<file path="config.mk">
export PLATFORM = sky130hd
export DESIGN_NAME = gpio_regfile
export DESIGN_NICKNAME = d
export VERILOG_FILES = /design/src/rtl/gpio_regfile.sv
export SDC_FILE = /design/constraint.sdc
export NUM_CORES = 1
export LEC_CHECK = 0
export BUFFER_PORTS_ARGS = -buffer_cell sky130_fd_sc_hd__buf_2
export CAP_MARGIN = 15
export CORE_UTILIZATION = 55
export CTS_CLUSTER_DIAMETER = 80
export DETAILED_ROUTE_END_ITERATION = 10
export PLACE_DENSITY = 0.81
export REMOVE_ABC_BUFFERS = 1
export SLEW_MARGIN = 20
export SYNTH_ARGS = -nofsm -noshare
export SYNTH_HDL_FRONTEND = slang
export SYNTH_SLANG_ARGS = --single-unit
</file>
<file path="constraint.sdc">
create_clock -name clk -period 1.5 [get_ports clk]
set_input_delay 0.225 -clock clk [delete_from_list [all_inputs] [get_ports clk]]
set_output_delay 0.225 -clock clk [all_outputs]
set_load 0.005 [all_outputs]
</file>
<file path="src/rtl/gpio_regfile.sv">
module gpio_regfile #(
  parameter int ADDR_W = 7,
  parameter int DW = 16
) (
  input  logic              clk,
  input  logic              rst_n,
  input  logic [ADDR_W-1:0] bus_addr,
  input  logic [1:0]        bus_size,
  input  logic              bus_wr,
  input  logic              bus_rd,
  input  logic [DW-1:0]     bus_wdata,
  output logic [DW-1:0]     bus_rdata,
  output logic              bus_err,
  input  logic [DW-1:0]     pin_upd_en,
  input  logic [DW-1:0]     pin_upd_val,
  output logic [DW-1:0]     data_q,
  output logic [DW-1:0]     maska_q,
  output logic [DW-1:0]     maskb_q,
  output logic [DW-1:0]     dir_q,
  output logic [DW-1:0]     polar_q,
  output logic [DW-1:0]     edge_q,
  output logic [DW-1:0]     both_q,
  output logic [DW-1:0]     inen_q
);
  localparam int NREG = 17;
  localparam int LAST_OFF = (NREG - 1) * 4;
  localparam int IDX_W = ADDR_W - 2;
  localparam logic [1:0] SIZE_HALF = 2'b01;

  logic [IDX_W-1:0] idx;
  logic legal, wr_ok, rd_ok, fam_wr;
  logic [1:0] grp, kind;
  logic [DW-1:0] rd_mux, data_n, maska_n, maskb_n;

  assign idx   = bus_addr[ADDR_W-1:2];
  assign legal = (bus_size == SIZE_HALF) && (bus_addr[1:0] == 2'b00) &&
                 (bus_addr <= ADDR_W'(LAST_OFF));
  assign wr_ok = bus_wr & legal;
  assign rd_ok = bus_rd & legal;
  assign grp   = idx[3:2];
  assign kind  = idx[1:0];
  assign fam_wr = wr_ok && (idx < IDX_W'(12));

  function automatic logic [DW-1:0] apply(input logic [DW-1:0] cur,
                                          input logic [DW-1:0] wd,
                                          input logic [1:0] k);
    case (k)
      2'd0:    apply = wd;
      2'd1:    apply = cur & ~wd;
      2'd2:    apply = cur | wd;
      default: apply = cur ^ wd;
    endcase
  endfunction

  assign data_n  = (fam_wr && grp == 2'd0) ? apply(data_q, bus_wdata, kind)
                                           : (data_q & ~pin_upd_en) | (pin_upd_val & pin_upd_en);
  assign maska_n = (fam_wr && grp == 2'd1) ? apply(maska_q, bus_wdata, kind) : maska_q;
  assign maskb_n = (fam_wr && grp == 2'd2) ? apply(maskb_q, bus_wdata, kind) : maskb_q;

  always_comb begin
    rd_mux = '0;
    if (idx < IDX_W'(12)) begin
      case (grp)
        2'd0:    rd_mux = data_q;
        2'd1:    rd_mux = maska_q;
        default: rd_mux = maskb_q;
      endcase
    end else begin
      case (int'(idx))
        12:      rd_mux = dir_q;
        13:      rd_mux = polar_q;
        14:      rd_mux = edge_q;
        15:      rd_mux = both_q;
        16:      rd_mux = inen_q;
        default: rd_mux = '0;
      endcase
    end
  end

  always_ff @(posedge clk or negedge rst_n) begin
    if (!rst_n) begin
      data_q <= '0; maska_q <= '0; maskb_q <= '0;
      dir_q <= '0; polar_q <= '0; edge_q <= '0; both_q <= '0; inen_q <= '0;
      bus_rdata <= '0;
      bus_err <= 1'b0;
    end else begin
      data_q  <= data_n;
      maska_q <= maska_n;
      maskb_q <= maskb_n;
      if (wr_ok && idx == IDX_W'(12)) dir_q   <= bus_wdata;
      if (wr_ok && idx == IDX_W'(13)) polar_q <= bus_wdata;
      if (wr_ok && idx == IDX_W'(14)) edge_q  <= bus_wdata;
      if (wr_ok && idx == IDX_W'(15)) both_q  <= bus_wdata;
      if (wr_ok && idx == IDX_W'(16)) inen_q  <= bus_wdata;
      bus_rdata <= rd_ok ? rd_mux : '0;
      bus_err   <= (bus_wr | bus_rd) & ~legal;
    end
  end
endmodule


</file>
=== Yosys cells after proc, flatten, opt, wreduce, memory -nomap -nowiden ===
Cells that the tools add are included.
W data, S select, Z words.

* Register bits: 145
* Input port bits: 61
* Output and inout port bits: 145
* Logic and storage cells: 63

* Magnitude comparators: 2
* Equal/unequal tests: 10
* Multiplexer cells: 8
* Bitwise logic cells: 19
* Reductions and logical operators: 14

{| class="wikitable"
|+ Operator list
! operator !! count
|-
| $pmux W16 S3 || 3
|-
| $and A16 B16 Y16 || 5
|-
| $pmux W16 S5 || 1
|-
| $or A16 B16 Y16 || 4
|-
| $mux W16 || 3
|-
| $xor A16 B16 Y16 || 3
|-
| $not A16 Y16 || 2
|-
| $pmux W16 S2 || 1
|-
| $eq A5 B4 Y1 const B || 4
|-
| $logic_and A1 B1 Y1 || 11
|-
| $le A7 B7 Y1 const B || 1
|-
| $eq A2 B1 Y1 const B || 3
|-
| $logic_not A2 Y1 || 3
|-
| $eq A5 B5 Y1 const B || 1
|-
| $lt A5 B4 Y1 const B || 1
|-
| $eq A2 B2 Y1 const B || 2
|-
| $and A1 B1 Y1 || 3
|-
| $not A1 Y1 || 1
|-
| $or A1 B1 Y1 || 1
|}

=== Depth between registers and ports, before layout ===
* Word-level depth: 7
* Mapped depth: 8
* Mapped depth without buffers: 6

=== Worst setup path before layout ===
No wires, ideal clock.

* Path type: input to register
* From: input bus_addr[6]
* To: register polar_q[0]
* Library setup time: 0.125 ns
* Arrival time: 1.756 ns
* Data required time: 1.375 ns
* Slack: -0.381 ns
* Stages on the path: 7
* Buffers on the path: 3
* Cells stage by stage: buf_2 > nand3b_4 > nor3b_2 > and4_2 > buf_4 > buf_6 > mux2_2

* Longest elaborated chain between the ends: 4
* Elaborated cells between the ends (all ways): 5
* Classes of those cells: order compare: 1; eq/ne: 1; bitwise: 1; reduce/logical: 2

{| class="wikitable"
|+ Ends and longest elaborated chain
! element !! line !! RTL
|-
| start: declaration || 7 || <nowiki>input logic [ADDR_W-1:0] bus_addr,</nowiki>
|-
| $le A7 B7 Y1 || 37 || <nowiki>(bus_addr <= ADDR_W'(LAST_OFF));</nowiki>
|-
| $logic_and A1 B1 Y1 || 36 || <nowiki>assign legal = (bus_size == SIZE_HALF) && (bus_addr[1:0] == 2'b00) &&</nowiki>
|-
| $and A1 B1 Y1 || 38 || <nowiki>assign wr_ok = bus_wr & legal;</nowiki>
|-
| $logic_and A1 B1 Y1 (*) || 91 || <nowiki>if (wr_ok && idx == IDX_W'(13)) polar_q <= bus_wdata;</nowiki>
|-
| end signal: assignment || 91 ||
|-
| end: declaration || 20 || <nowiki>output logic [DW-1:0] polar_q,</nowiki>
|}

Every way passes the cells marked *; elsewhere a longest branch is shown, timed or not.
A chain may end at the register's enable or synchronous reset.

=== Final worst setup path ===
* From: input bus_addr[1]
* To: register edge_q[10]

* Longest elaborated chain between the ends: 5
* Elaborated cells between the ends (all ways): 6
* Classes of those cells: order compare: 1; bitwise: 1; reduce/logical: 4

{| class="wikitable"
|+ Ends and longest elaborated chain
! element !! line !! RTL
|-
| branches (longest 2 deep; another with $le A7 B7 Y1) || n/a ||
|-
| $logic_and A1 B1 Y1 (*) || 36 ||
|-
| $and A1 B1 Y1 (*) || 38 ||
|-
| $logic_and A1 B1 Y1 (*) || 92 || <nowiki>if (wr_ok && idx == IDX_W'(14)) edge_q <= bus_wdata;</nowiki>
|-
| end signal: assignment || 92 ||
|-
| end: declaration || 21 || <nowiki>output logic [DW-1:0] edge_q,</nowiki>
|}

Mark *: on every way between the ends.

==> summary.md <==
| Metric | Value |
|---|---|
| Largest net degree at the start of global routing | `52` |
| P_int | `0.00726 W` |
| Net switching power | `0.00279 W` |
| Drt wl/cell | `20.5 um` |
| Final core occ | `0.726` |
| RSZ-0062 raised after global routing | `true` |
| Final ANT Viol Nets | `0` |
| Multiplexer share of the synthesized area | `0.134` |
| Clock transition at the registers of the reported paths | `0.06 ns` |
| Synth Area in Adders | `0.130` |
| Final wirelength | `28.9 mm` |
| 1st-iter DRT viols | `647` |
| Yosys top cell by area | `dfrtp_1` |
| Dpl hpwl | `19.4 mm` |
| YS warnings | `0` |
| Clock latency on the worst-skew pair | `0.43 ns` |
| VDD IR max | `873 uV` |
| Synth Register Bits | `145` |
| CTS Buffer Depth | `2` |
| Crit path DAT | `1.90 ns` |
| Final Hold Vio Count | `0` |
| Gpl congestion | `0.846` |
| Clock group share of total power | `0.414` |
| Share of synthesized cell area in and, or, nand and nor gates | `0.124` |
| DIE WIDTH | `132 um` |
| GRT overflow | `0` |
| Initial antenna violation count | `1` |
| First-pass GRT wire length | `43.7 mm` |
| TritonCTS clock tree | `yes` |
| Critical-path top delay cell | `nor4b_4` |
| Via-to-Cell Ratio | `6.04` |
| Core area | `0.0161 mm^2` |
| Die footprint | `0.0173 mm^2` |
| Hold Slack | `0.0931 ns` |
| Leak pwr | `6.09 nW` |
| Failing checks | `negative setup slack` |
| Dpl ws | `-0.473 ns` |
| Slowest stage delay, CP | `0.41 ns` |
| Post-layout min period | `1.58 ns` |
| CP endpoint kind | `flip-flop` |
| Fmax | `633 MHz` |
| MaxCap Viol Count | `0` |
| Seq pwr share | `0.426` |
| Final net count | `1,334` |
| CP Data Required Time | `1.82 ns` |
| Final period util | `1.05` |
| Synth cell types | `36` |
| Starting Density | `0.572` |
| Total power | `0.0100 W` |
| Placement Rows | `46` |
| Sw Share | `0.278` |
| Synthesis-to-layout area growth | `26.8%` |
| Share of layout cells above drive strength 1 | `0.331` |
| Synth Area in Compound Gates | `0.160` |
| PD cells | `859 mW/mm^2` |
| Slew HR | `0.657` |
| Vias | `8,496` |
| DRC viols | `0` |
| WS Path Type | `primary input to flip-flop` |
| # setup viols final | `43` |
| Worst min-delay path category | `primary input to flip-flop` |
| First-pass DRT Iterations | `7` |
| Setup WS post-layout | `-0.0807 ns` |
| Seq/Total Area, Yosys | `0.393` |
| Fin. max-slew vios | `0` |
| Gate power share | `0.160` |
| # IOs | `206` |
| Met3 WL post-DR | `2.51 mm` |
| CTS Sinks | `145` |
| Crit path cell chain | `buf_2 > nor4b_4 > nand3_2 > buf_4 > or3_4 > buf_12 > mux2_4` |
| Worst Clk Skew | `0.00868 ns` |
| Tot GR Track Use | `0.325` |
| Startpoint types | `primary input` |
| Die Ht | `132 um` |
| Top layer in use | `met4` |
| Routed met2 length | `13.8 mm` |
| Vias in the first global route | `8,113` |
| Post-Syn Instances | `938` |
| M1 wire length | `11.4 mm` |
| Worst Max-Slew Pin Slew | `0.515 ns` |
| Synthesized area per cell | `9.83 um^2` |
| Setup TNS | `-1.85 ns` |
| Clock Tree Root | `clkbuf_16` |
| Critical path fanouts, max | `11` |
| Buffers added on ports | `205` |
| Top-area cell type share of the netlist area | `0.393` |
| Largest family of logic cells by synthesized area | `compound AO/OA/AOI/OAI gates` |
| H-tree level count | `4` |
| Status | `complete, but fails checks` |
| Area contributors post-synth | `dfrtp_1 (39%), ha_1 (13%), mux2_2 (6.5%)` |
| Synth Cell Area | `0.00922 mm^2` |
| Synth Area in XOR/XNOR | `0` |
| CTS buffer count | `17` |
## stage by stage
step / area [um^2] / std cells
final: 11700 / 1406
after CTS: 11600 / 1404
after global placement: 10900 / 1369
after floorplan: 8920 / 873
after global routing: 11700 / 1406
after detailed placement: 10900 / 1369
## cells in the final DEF, fill, tap and decap left out, drive strengths merged, types with 49 or more instances in the layout
cell type	netlist	routed
buf	18	284
dfrtp	145	145
ha	96	96
o21ai	80	80
a21oi	65	65
inv	64	64
mux2	64	64
nor2b	50	50
nor3	49	49
## power by group through the flow
stage / Combinational, W / Clock [W] / Sequential (W)
6_report: 0.00161 / 0.00416 / 0.00428
5_1_grt: 0.00179 / 0.00429 / 0.00430
4_1_cts: 0.00157 / 0.00415 / 0.00427
3_5_place_dp: 0.00154 / 0 / 0.00434
3_3_place_gp: 0.00147 / 0 / 0.00434
2_1_floorplan: 0.000732 / 0 / 0.00431
## cell families after synthesis
| group | after synthesis |
|---|---|
| adder cells (fa/ha/maj) | 96 |
| AO/OA/AOI/OAI | 242 |
| AND/OR/NAND/NOR | 214 |
| flip-flops | 145 |
| buffers and inverters | 129 |
| multiplexers | 112 |
## synth_stat cells
cell,instances
nand2_1,48
dfrtp_1,145
mux2_2,53
mux2_1,1
o2bb2ai_1,16
inv_1,64
nand4b_1,1
nor4b_4,1
mux2i_1,48
nor3_1,49
ha_1,96
and4_2,1
nand3b_4,1
nor2b_1,50
or2_1,1
a211oi_1,48
and3_1,1
clkbuf_1,47
o41ai_4,1
nand3_1,4
a31oi_1,16
o21ai_0,80
or3_1,1
buf_2,12
nand4b_2,1
a22oi_1,16
nor4_4,1
a21oi_1,65
mux2_4,10
nor2_1,35
buf_6,2
nand3_2,2
nand2b_1,16
nor3b_2,1
buf_12,1
buf_4,3
## per-layer routing
layer	global-route usage	vias to the layer above
met3	0.0806	103
met4	0.134	0
met5	0	-
met2	0.530	510
met1	0.412	4100
li1	-	3783
## worst max-delay path, delay by kind of cell
kind / cells / cell delay (ns)
multiplexers: 1 / 0.30
buffers and inverters: 3 / 0.44
AND/OR/NAND/NOR: 3 / 0.91
## cell type report
type,instances,area [um^2]
Sequential cell,145,3630
Inverter,64,240
Tap cell,216,270
Clock inverter,8,78.8
Timing Repair Buffer,285,1800
Clock buffer,23,498
Fill cell,1152,4420
Multi-Input combinational cell,664,5180
Antenna cell,1,2.50
## worst paths after layout
kind	start	end	slack [ns]	cells past startpoint
hold reg to reg	edge_q[0]	edge_q[0]	0.53	1
max in group asynchronous	rst_n	asynchronous set/reset pin	0.68	3
min in group asynchronous	rst_n	both_q[12]	0.26	2
setup reg to reg	maska_q[11]	maska_q[11]	0.05	6
setup / recovery	bus_addr[1]	edge_q[10]	-0.08	7
hold / removal	pin_upd_val[3]	flip-flop	0.09	3
## repair_timing
| action | 4_1_cts | 5_1_grt |
|---|---|---|
| setup buffers | 3 | 2 |
| endpoints found under the hold margin | 51 | 0 |
| hold buffers | 1 | 0 |
| pin swaps | 4 | 3 |
| endpoints found under the setup margin | 16 | 25 |
| gates resized for setup | 20 | 23 |
Power figures use the tool's default switching activity.
